File: src/rtl/pwrfail_guard_pkg.sv
package pwrfail_guard_pkg;

    typedef enum logic [2:0] {
        ST_NORMAL    = 3'd0,
        ST_PENDING   = 3'd1,
        ST_PROTECTED = 3'd2,
        ST_BATTERY   = 3'd3,
        ST_RECOVERY  = 3'd4
    } pfg_state_e;

    // Microseconds to clock cycles, computed in 64 bits to avoid overflow.
    function automatic int unsigned us_to_cycles(input int unsigned hz, input int unsigned us);
        longint unsigned prod;
        prod = longint'(hz) * longint'(us);
        return int'(prod / 64'd1000000);
    endfunction

endpackage

File: src/rtl/pwrfail_guard_filter.sv
module pwrfail_guard_filter #(
    parameter int unsigned LEN = 4
) (
    input  logic clk,
    input  logic rst_n,
    input  logic raw_i,
    output logic clean_o
);
    localparam int unsigned CW = (LEN > 2) ? $clog2(LEN) : 1;
    localparam logic [CW-1:0] LAST = CW'(LEN - 1);

    logic [CW-1:0] run_q;

    always_ff @(posedge clk or negedge rst_n) begin
        if (!rst_n) begin
            run_q   <= '0;
            clean_o <= 1'b0;
        end else if (raw_i == clean_o) begin
            run_q <= '0;
        end else if (run_q == LAST) begin
            run_q   <= '0;
            clean_o <= raw_i;
        end else begin
            run_q <= run_q + 1'b1;
        end
    end

endmodule

File: src/rtl/pwrfail_guard_timer.sv
module pwrfail_guard_timer #(
    parameter int unsigned W = 8
) (
    input  logic         clk,
    input  logic         rst_n,
    input  logic         load_i,
    input  logic [W-1:0] val_i,
    output logic         done_o
);
    logic [W-1:0] cnt_q;

    always_ff @(posedge clk or negedge rst_n) begin
        if (!rst_n) begin
            cnt_q <= '0;
        end else if (load_i) begin
            cnt_q <= val_i;
        end else if (cnt_q != '0) begin
            cnt_q <= cnt_q - 1'b1;
        end
    end

    assign done_o = (cnt_q == '0);

endmodule

File: src/rtl/pwrfail_guard_fsm.sv
module pwrfail_guard_fsm
    import pwrfail_guard_pkg::*;
#(
    parameter int unsigned W         = 8,
    parameter int unsigned PROT_LOAD = 1,
    parameter int unsigned REC_LOAD  = 1
) (
    input  logic         clk,
    input  logic         rst_n,
    input  logic         vlow_f,
    input  logic         vbat_f,
    input  logic         busy_i,
    input  logic         tmr_done_i,
    output logic         tmr_load_o,
    output logic [W-1:0] tmr_val_o,
    output logic         wprot_o,
    output logic         odis_o,
    output logic         batsel_o
);
    pfg_state_e st_q, st_nxt;

    always_comb begin
        st_nxt     = st_q;
        tmr_load_o = 1'b0;
        tmr_val_o  = '0;
        unique case (st_q)
            ST_NORMAL: begin
                if (vlow_f) begin
                    if (busy_i && !vbat_f) begin
                        st_nxt     = ST_PENDING;
                        tmr_load_o = 1'b1;
                        tmr_val_o  = W'(PROT_LOAD);
                    end else begin
                        st_nxt = ST_PROTECTED;
                    end
                end
            end
            ST_PENDING: begin
                if (!busy_i || vbat_f || tmr_done_i) begin
                    st_nxt = ST_PROTECTED;
                end
            end
            ST_PROTECTED: begin
                if (vbat_f) begin
                    st_nxt = ST_BATTERY;
                end else if (!vlow_f) begin
                    st_nxt     = ST_RECOVERY;
                    tmr_load_o = 1'b1;
                    tmr_val_o  = W'(REC_LOAD);
                end
            end
            ST_BATTERY: begin
                if (!vbat_f) begin
                    st_nxt = ST_PROTECTED;
                end
            end
            ST_RECOVERY: begin
                if (vlow_f || vbat_f) begin
                    st_nxt = ST_PROTECTED;
                end else if (tmr_done_i) begin
                    st_nxt = ST_NORMAL;
                end
            end
            default: st_nxt = ST_PROTECTED;
        endcase
    end

    // State register
    always_ff @(posedge clk or negedge rst_n) begin
        if (!rst_n) begin
            st_q <= ST_PROTECTED;
        end else begin
            st_q <= st_nxt;
        end
    end

    // Registered outputs, decoded from the next state
    always_ff @(posedge clk or negedge rst_n) begin
        if (!rst_n) begin
            wprot_o  <= 1'b1;
            odis_o   <= 1'b1;
            batsel_o <= 1'b0;
        end else begin
            wprot_o  <= (st_nxt != ST_NORMAL) && (st_nxt != ST_PENDING);
            odis_o   <= (st_nxt != ST_NORMAL) && (st_nxt != ST_PENDING);
            batsel_o <= (st_nxt == ST_BATTERY);
        end
    end

endmodule

File: src/rtl/pwrfail_guard.sv
module pwrfail_guard
    import pwrfail_guard_pkg::*;
#(
    parameter int unsigned CLK_HZ     = 50_000_000,
    parameter int unsigned PROTECT_US = 120,
    parameter int unsigned RECOVER_US = 60_000,
    parameter int unsigned FILT_LEN   = 4
) (
    input  logic clk,
    input  logic rst_n,
    input  logic vlow_i,
    input  logic vbat_i,
    input  logic busy_i,
    output logic wprot_o,
    output logic odis_o,
    output logic batsel_o
);
    localparam int unsigned PROTECT_CYC = us_to_cycles(CLK_HZ, PROTECT_US);
    localparam int unsigned RECOVER_CYC = us_to_cycles(CLK_HZ, RECOVER_US);
    localparam int unsigned MAX_CYC     = (PROTECT_CYC > RECOVER_CYC) ? PROTECT_CYC : RECOVER_CYC;
    localparam int unsigned TW          = $clog2(MAX_CYC + 1);
    localparam int unsigned NFLAG       = 2;

    logic [NFLAG-1:0] raw_flags;
    logic [NFLAG-1:0] clean_flags;
    logic             vlow_f;
    logic             vbat_f;
    logic             tmr_load;
    logic [TW-1:0]    tmr_val;
    logic             tmr_done;

    assign raw_flags = {vbat_i, vlow_i};
    assign vlow_f    = clean_flags[0];
    assign vbat_f    = clean_flags[1];

    for (genvar g = 0; g < NFLAG; g++) begin : g_flt
        pwrfail_guard_filter #(
            .LEN (FILT_LEN)
        ) u_flt (
            .clk     (clk),
            .rst_n   (rst_n),
            .raw_i   (raw_flags[g]),
            .clean_o (clean_flags[g])
        );
    end

    pwrfail_guard_timer #(
        .W (TW)
    ) u_tmr (
        .clk    (clk),
        .rst_n  (rst_n),
        .load_i (tmr_load),
        .val_i  (tmr_val),
        .done_o (tmr_done)
    );

    pwrfail_guard_fsm #(
        .W         (TW),
        .PROT_LOAD (PROTECT_CYC - 1),
        .REC_LOAD  (RECOVER_CYC - 1)
    ) u_fsm (
        .clk        (clk),
        .rst_n      (rst_n),
        .vlow_f     (vlow_f),
        .vbat_f     (vbat_f),
        .busy_i     (busy_i),
        .tmr_done_i (tmr_done),
        .tmr_load_o (tmr_load),
        .tmr_val_o  (tmr_val),
        .wprot_o    (wprot_o),
        .odis_o     (odis_o),
        .batsel_o   (batsel_o)
    );

endmodule

File: config.mk
export PLATFORM = sky130hd
export DESIGN_NAME = pwrfail_guard
export DESIGN_NICKNAME = d
export VERILOG_FILES = /design/src/rtl/pwrfail_guard_pkg.sv /design/src/rtl/pwrfail_guard_filter.sv /design/src/rtl/pwrfail_guard_timer.sv /design/src/rtl/pwrfail_guard_fsm.sv /design/src/rtl/pwrfail_guard.sv
export SDC_FILE = /design/constraint.sdc
export NUM_CORES = 1
export LEC_CHECK = 0
export ABC_AREA = 1
export BUFFER_PORTS_ARGS = -buffer_cell sky130_fd_sc_hd__buf_2
export CAP_MARGIN = 25
export CELL_PAD_IN_SITES_DETAIL_PLACEMENT = 1
export CELL_PAD_IN_SITES_GLOBAL_PLACEMENT = 2
export CORE_MARGIN = 2
export CORE_UTILIZATION = 35
export CTS_BUF_LIST = sky130_fd_sc_hd__clkbuf_8
export CTS_CLUSTER_SIZE = 8
export DETAILED_ROUTE_END_ITERATION = 10
export HOLD_SLACK_MARGIN = 0.1
export PLACE_DENSITY = 0.86
export RECOVER_POWER = 100
export REMOVE_ABC_BUFFERS = 1
export SYNTH_ARGS = -nofsm -noshare
export SYNTH_HDL_FRONTEND = slang
export SYNTH_SLANG_ARGS = --single-unit
File: constraint.sdc
create_clock -name clk -period 3.75 [get_ports clk]
set_input_delay 0 -clock clk [delete_from_list [all_inputs] [get_ports clk]]
set_output_delay 0 -clock clk [all_outputs]
set_load 0.005 [all_outputs]
==> results.toml, run 1 <==
[sta]
timing.hold.ws_ns = 0.1597
tightestPinTransition_ns = 1.842
setup_slack_ns = 1.341
clock_skew_ns = 0.001193
setup-tns-final_ns = 0
setup_viol = 0
f_max_mhz = 415.1
grt_setup_unrepaired = "false"
max_slew_margin = -0.2282
finalCriticalPeriod_ns = 2.409
slew_violations = 34
share_of_the_clock_period_used_by_the_worst_path = 0.6424
final_hold_viol_count = 0

[synthesis]
syn-cell-area_um2 = 1868
yosysUniqueCellTypes = 31
synth_top_area_share = 0.4153
syn_avg_cell_area_um2 = 7.784
yosysWarnings = 0
leading_area_contributor_after_synthesis = "dfrtp_1"
synth_ff_type = "dfrtp_1"
synth_enable_flop_cells = 0
postSynthRegisterBits = 33
async_s_r_ff_share_synth = 1.000
synth_top_cells_by_area = "dfrtp_1, nand2_1, nor2_1, inv_1, a21oi_1"
number_of_instances_in_the_synthesized_netlist = 240
fraction_of_the_yosys_area_taken_by_sequential_cells = 0.4434

[clock_network]
clkSlewWorstSetupHoldPaths_ns = 0.07
htree_levels = 2
cts_max_path_buffers = 2
post_cts.repair.setup_buffers = 0
worstSkewPairLatency_ns = 0.29
numClockSinks = 33
clk_root_buffer_cell = "clkbuf_8"
cts_tree = "built"
inserted_clock_buffers = 5

[critical_path]
timing.critical_path.buf_inv = 1
critical_path_arrival_ns = 2.62
critical_path.slowest_cell = "nand3_1"
timing.critical_path.depth = 8
endpoint = "u_tmr.cnt_q[21]"
cp.required_ns = 3.96
max_stage_delay_ns = 0.44
rr_startpoint = "u_tmr.cnt_q[0]"
setup_slack_reg_to_reg_ns = 1.34
critical_path.startpoint = "u_tmr.cnt_q[0]"
worst_setup_path_start_kind = "flop"
ff2ff_path_depth = 8
critical-path-top-cell-by-count = "nor2_1"
crit_type = "reg2reg"
crit_path_max_fanout = 14
end_kind = "flop"
critical-path-top-delay-family = "simple AND/OR/NAND/NOR gates"
reg2reg_to = "u_tmr.cnt_q[21]"
worstPathCellList = "inv_1 > ha_1 > nand2_1 > nor2_1 > nand3_1 > nor2_4 > nor2_1 > a21oi_1"

[floorplanning]
die_h_um = 77.06
placement_rows = 26
fp.dieW_um = 77.06
i_o_pin_total = 8
floorplan.die_area_um2 = 5937
core-area_um2 = 5140
initial_utilization = 0.3634

[pwr]
ir_worst_vdd_v = 0.0002926
p_per_area_nw_per_um2 = 751.8
power.leakage_nw = 0.9927

[detailed_routing]
avgViaCountPerCell = 4.963
wl_per_cell_um = 14.33
drc = 0
vias = 1613
detailedRoute.firstIterationViolations = 87
firstDrtPassIters = 4
total_routed_length_um = 4658
routed_antenna_nets = 0

[cells_and_area]
post_route_cells_drive_above_1_share = 0.09020
filler_cell_count = 668
antenna_cells_inserted = 0
area_growth_syn_to_layout_pct = 10.85
mostFrequentLayoutCell = "nand2_1"
fin_nets = 262
layout.cells.most_common_list = "nand2_1, nor2_1, inv_1"
utilization = 0.4029

[placed_design]
place.gp.congestion = 0.7999
dpl.hpwl_um = 3358
pre_cts_slack_ns = 1.976
portBuffers = 7

[grt]
pin_count_of_the_biggest_net_entering_global_routing = 34
global_route_congestion_overflow_total = 0
grtUsageTotal = 0.1751
grt_first_pass_wirelength_um = 8121
first_global_vias = 1711
number_of_antenna_violations_at_the_first_check_in_global_routing = 0

[hold_path]
hold_path_class = "in2reg"

[flow_run]
maxCapViolations = 1

[run_status]
status = "complete, but fails checks"
failed_checks = "capacitance limit, slew limit"
-- registers in the layout, summed over array words and instances (netlist names) --
name	cells
u_fsm.batsel_o	1
g_flt.u_flt.clean_o	2
g_flt.u_flt.run_q	4
u_fsm.st_q	3
u_fsm.wprot_o	1
u_tmr.cnt_q	22
-- kinds of logic after synthesis --
group | after synthesis | synth area share
AOI/OAI and AO/OA | 37 | 0.1058
adders and majority gates | 3 | 0.02010
DFF | 33 | 0.4434
xor gates and xnor gates | 6 | 0.02814
and+or+nand+nor | 125 | 0.3202
buffers and inverters | 36 | 0.08239
-- worst min path at each step --
stage / from / slack [ns] / end / cells after the start
after floorplan: rst_n / -0.30 / g_flt[0].u_flt.clean_o / 0
after global placement: rst_n / 0.11 / g_flt[0].u_flt.run_q[1] / 1
after CTS: busy_i / 0.11 / u_fsm.st_q[1] / 4
final: busy_i / 0.16 / u_fsm.st_q[0] / 5
after detailed placement: rst_n / 0.12 / g_flt[0].u_flt.run_q[1] / 1
after global routing: busy_i / 0.19 / u_fsm.st_q[0] / 5
-- synth_stat cells (all sizes together) (3+ instances only) --
master / count
nor2: 45
ha: 3
nand3: 18
dfrtp: 31
nand2: 47
buf: 3
nand4: 7
a21oi: 20
nor3: 5
o21ai: 11
xor2: 3
inv: 33
xnor2: 3
-- worst min-delay path, delay by kind of cell --
family / cells / cell delay (ns)
AND/OR/NAND/NOR: 3 / 0.24
buffers and inverters: 2 / 0.17
-- area by class of cell --
| class | count | area (um2) | share of cell area |
|---|---|---|---|
| tap | 70 | 87.58 | 0.04230 |
| sequential | 33 | 828.3 | 0.4000 |
| clock inverter | 2 | 33.78 | 0.01631 |
| clock buffer | 6 | 82.58 | 0.03988 |
| multi-input combinational | 171 | 852.1 | 0.4115 |
| inverter | 33 | 123.9 | 0.05982 |
| timing repair buffer | 10 | 62.56 | 0.03021 |
-- repair_timing --
item / in CTS / in global routing
resized for setup: 0 / 0
hold endpoints to repair: 37 / 0
hold buffers: 3 / 0
-- through the flow --
stage / std cells / area (um2) / total power [W]
floorplan: 237 / 1838 / 0.001045
global placement: 314 / 1961 / 0.001200
detailed placement: 314 / 1961 / 0.001220
CTS: 325 / 2107 / 0.001594
global route: 325 / 2071 / 0.001709
finish: 325 / 2071 / 0.001557
-- report_power, final --
part / switching [W] / internal (W)
Sequential: 0.000126 / 0.000501
Clock: 0.000136 / 0.000214
Combinational: 0.000368 / 0.000212
-- metal layers --
metal / wire, um / vias to the layer above / track usage
li1: - / 805 / -
met1: 2276 / 781 / 0.2304
met2: 2205 / 20 / 0.2886
met3: 108 / 7 / 0.03294
met4: 69 / 0 / 0.06250
met5: 0 / - / 0
(Power assumes the default switching activity.)
==> run 2, diff against run 1 <==
==> constraint.sdc (replaced) <==
create_clock -name clk -period 2.25 [get_ports clk]
set_input_delay 0 -clock clk [delete_from_list [all_inputs] [get_ports clk]]
set_output_delay 0 -clock clk [all_outputs]
set_load 0.005 [all_outputs]
==> run 2 against run 1 <==
Effect of this change: the run now ends clean; sequential share of layout area hardly changed; combinational power grew 67%; setup slack lost 0.96 ns; clock power increased by 29%; flip-flop and latch count stayed put; global-route usage decreased by 0.87 points; core utilization barely moved; first-iteration DRC count decreased by 36%; routed wire length shrank 5.3%; cell count is 0.31% lower; sequential power rose by 66%.
==> results.toml, run 2 (same netlist as run 1, synthesis figures left out) <==
[sta]
setup-tns-final_ns = 0
grt_setup_unrepaired = "false"
clock_skew_ns = 0.006572
setup_slack_ns = 0.3802
setup_viol = 0
f_max_mhz = 534.8
tightestPinTransition_ns = 0.7574
max_slew_margin = 0.4951
finalCriticalPeriod_ns = 1.870
final_hold_viol_count = 0
share_of_the_clock_period_used_by_the_worst_path = 0.8310
slew_violations = 0

[pwr]
power.clock.fraction = 0.183
ir_worst_vdd_v = 0.0005402
power.net_switching_w = 0.001027
share_comb_of_total_power = 0.393
sequentialPowerShare = 0.424
power.leakage_nw = 1.013
power_report.internal_total_w = 0.001429
p_per_area_nw_per_um2 = 1185
switching_share = 0.4182

[placed_design]
pre_cts_slack_ns = 0.4561
place.gp.congestion = 0.7935
dpl.cell_count = 314
portBuffers = 7
dpl.hpwl_um = 3384

[critical_path]
crit_type = "reg2reg"
setup_slack_reg_to_reg_ns = 0.38
critical_path_arrival_ns = 2.08
crit_path_max_fanout = 14
timing.critical_path.buf_inv = 1
reg2reg_to = "u_tmr.cnt_q[18]"
worst_setup_path_start_kind = "flop"
timing.critical_path.depth = 8
cp.required_ns = 2.46
max_stage_delay_ns = 0.39
rr_startpoint = "u_tmr.cnt_q[0]"
worstPathCellList = "inv_1 > ha_1 > nand2_1 > nor2_8 > nand3_4 > nor2_4 > nor2_1 > a21oi_1"
critical-path-top-delay-family = "simple AND/OR/NAND/NOR gates"
ff2ff_path_depth = 8
critical_path.slowest_cell = "dfrtp_1"
end_kind = "flop"

[cells_and_area]
largest_reg_flops = 22
fin_nets = 262
area_growth_syn_to_layout_pct = 10.92
post_route_cells_drive_above_1_share = 0.1024
antenna_cells_inserted = 0
layout.cells.most_common_list = "nand2_1, nor2_1, inv_1"
regMostFlops = "u_tmr.cnt_q"
mostFrequentLayoutCell = "nand2_1"
final_cells = 324
reg_top3 = "u_tmr.cnt_q x22, g_flt.u_flt.run_q x4, u_fsm.st_q x3"

[clock_network]
clkSlewWorstSetupHoldPaths_ns = 0.07
inserted_clock_buffers = 5
numClockSinks = 33
cts_tree = "built"
worstSkewPairLatency_ns = 0.29
post_cts.repair.setup_buffers = 0
clk_root_buffer_cell = "clkbuf_8"
htree_levels = 2
cts_max_path_buffers = 2

[detailed_routing]
routed_antenna_nets = 0
drc = 0
total_routed_length_um = 4412
vias = 1592
avgViaCountPerCell = 4.914
wl_per_cell_um = 13.62
detailedRoute.firstIterationViolations = 56
firstDrtPassIters = 4

[floorplanning]
die_h_um = 77.06
initial_utilization = 0.3634
placement_rows = 26
i_o_pin_total = 8
core-area_um2 = 5140
floorplan.die_area_um2 = 5937
fp.dieW_um = 77.06

[hold_path]
min_path_cells = 5
holdPathEnd = "u_fsm.st_q[0]"
hold_path_class = "in2reg"
worst_hold_startpoint = "busy_i"

[grt]
first_global_vias = 1600
pin_count_of_the_biggest_net_entering_global_routing = 34
grt_first_pass_wirelength_um = 7672
grtUsageTotal = 0.1664
global_route_congestion_overflow_total = 0
number_of_antenna_violations_at_the_first_check_in_global_routing = 0

[run_status]
status = "complete, no violations"

[flow_run]
maxCapViolations = 0
==> run 2: cell types whose count changed in the layout (fill, tap and decap cells not counted) <==
cell / change
o21ai_1: +1
nand3_4: +1
bufinv_16: -1
buf_2: +2
nor2_1: -1
nand3_1: -1
clkbuf_1: -2
nor2_8: +1
o21ai_0: -1
==> run 2: per-layer routing <==
metal,track usage,part of all wire,vias up
met4,0.05357,0.014,0
met1,0.2171,0.48,771
li1,-,-,802
met5,0,0,-
met2,0.2763,0.49,12
met3,0.03529,0.019,7
==> run 2: worst max-delay path by stage <==
| stage | from | end | slack (ns) |
|---|---|---|---|
| 2_1_floorplan | u_tmr.cnt_q[0] | u_tmr.cnt_q[18] | 0.77 |
| 3_3_place_gp | u_tmr.cnt_q[0] | u_tmr.cnt_q[18] | 0.52 |
| 3_5_place_dp | u_tmr.cnt_q[0] | u_tmr.cnt_q[18] | 0.46 |
| 4_1_cts | u_tmr.cnt_q[0] | u_tmr.cnt_q[18] | 0.45 |
| 5_1_grt | u_tmr.cnt_q[0] | u_tmr.cnt_q[18] | 0.20 |
| 6_report | u_tmr.cnt_q[0] | u_tmr.cnt_q[18] | 0.38 |
==> run 2: final cells by class <==
type / instances / area (um2)
clock buffer: 6 / 82.58
clock inverter: 1 / 3.754
fill: 668 / 3068
inverter: 33 / 123.9
multi-input combinational: 171 / 880.8
sequential: 33 / 828.3
tap: 70 / 87.58
timing repair buffer: 10 / 65.06
==> run 2: worst min-delay path, delay by kind of cell <==
family | cells | cell delay (ns)
buf+inv | 2 | 0.18
simple gates | 3 | 0.23
==> run 2: metrics by stage <==
step                      instance area [um2]  hold slack, ns    util  power, W
final                                    2072          0.1549  0.4031  0.002455
after global routing                     2072          0.1877  0.4031  0.002708
after CTS                                2077          0.1021  0.4041  0.002508
after detailed placement                 1961          0.1195  0.3815  0.002029
after global placement                   1961          0.1102  0.3815  0.002003
after floorplan                          1838         -0.2956       -  0.001742
==> run 2: power groups by stage <==
stage | sequential (W) | clock (W) | combinational, W
final | 0.00104 | 0.000450 | 0.000966
after detailed placement | 0.00105 | 0 | 0.000976
after CTS | 0.00104 | 0.000474 | 0.000990
after global routing | 0.00108 | 0.000492 | 0.00114
after floorplan | 0.00100 | 0 | 0.000742
after global placement | 0.00105 | 0 | 0.000956
==> run 2: what timing repair did <==
action	4_1_cts	5_1_grt
gates resized for setup	0	0
hold endpoints to repair	37	0
hold buffers	3	0
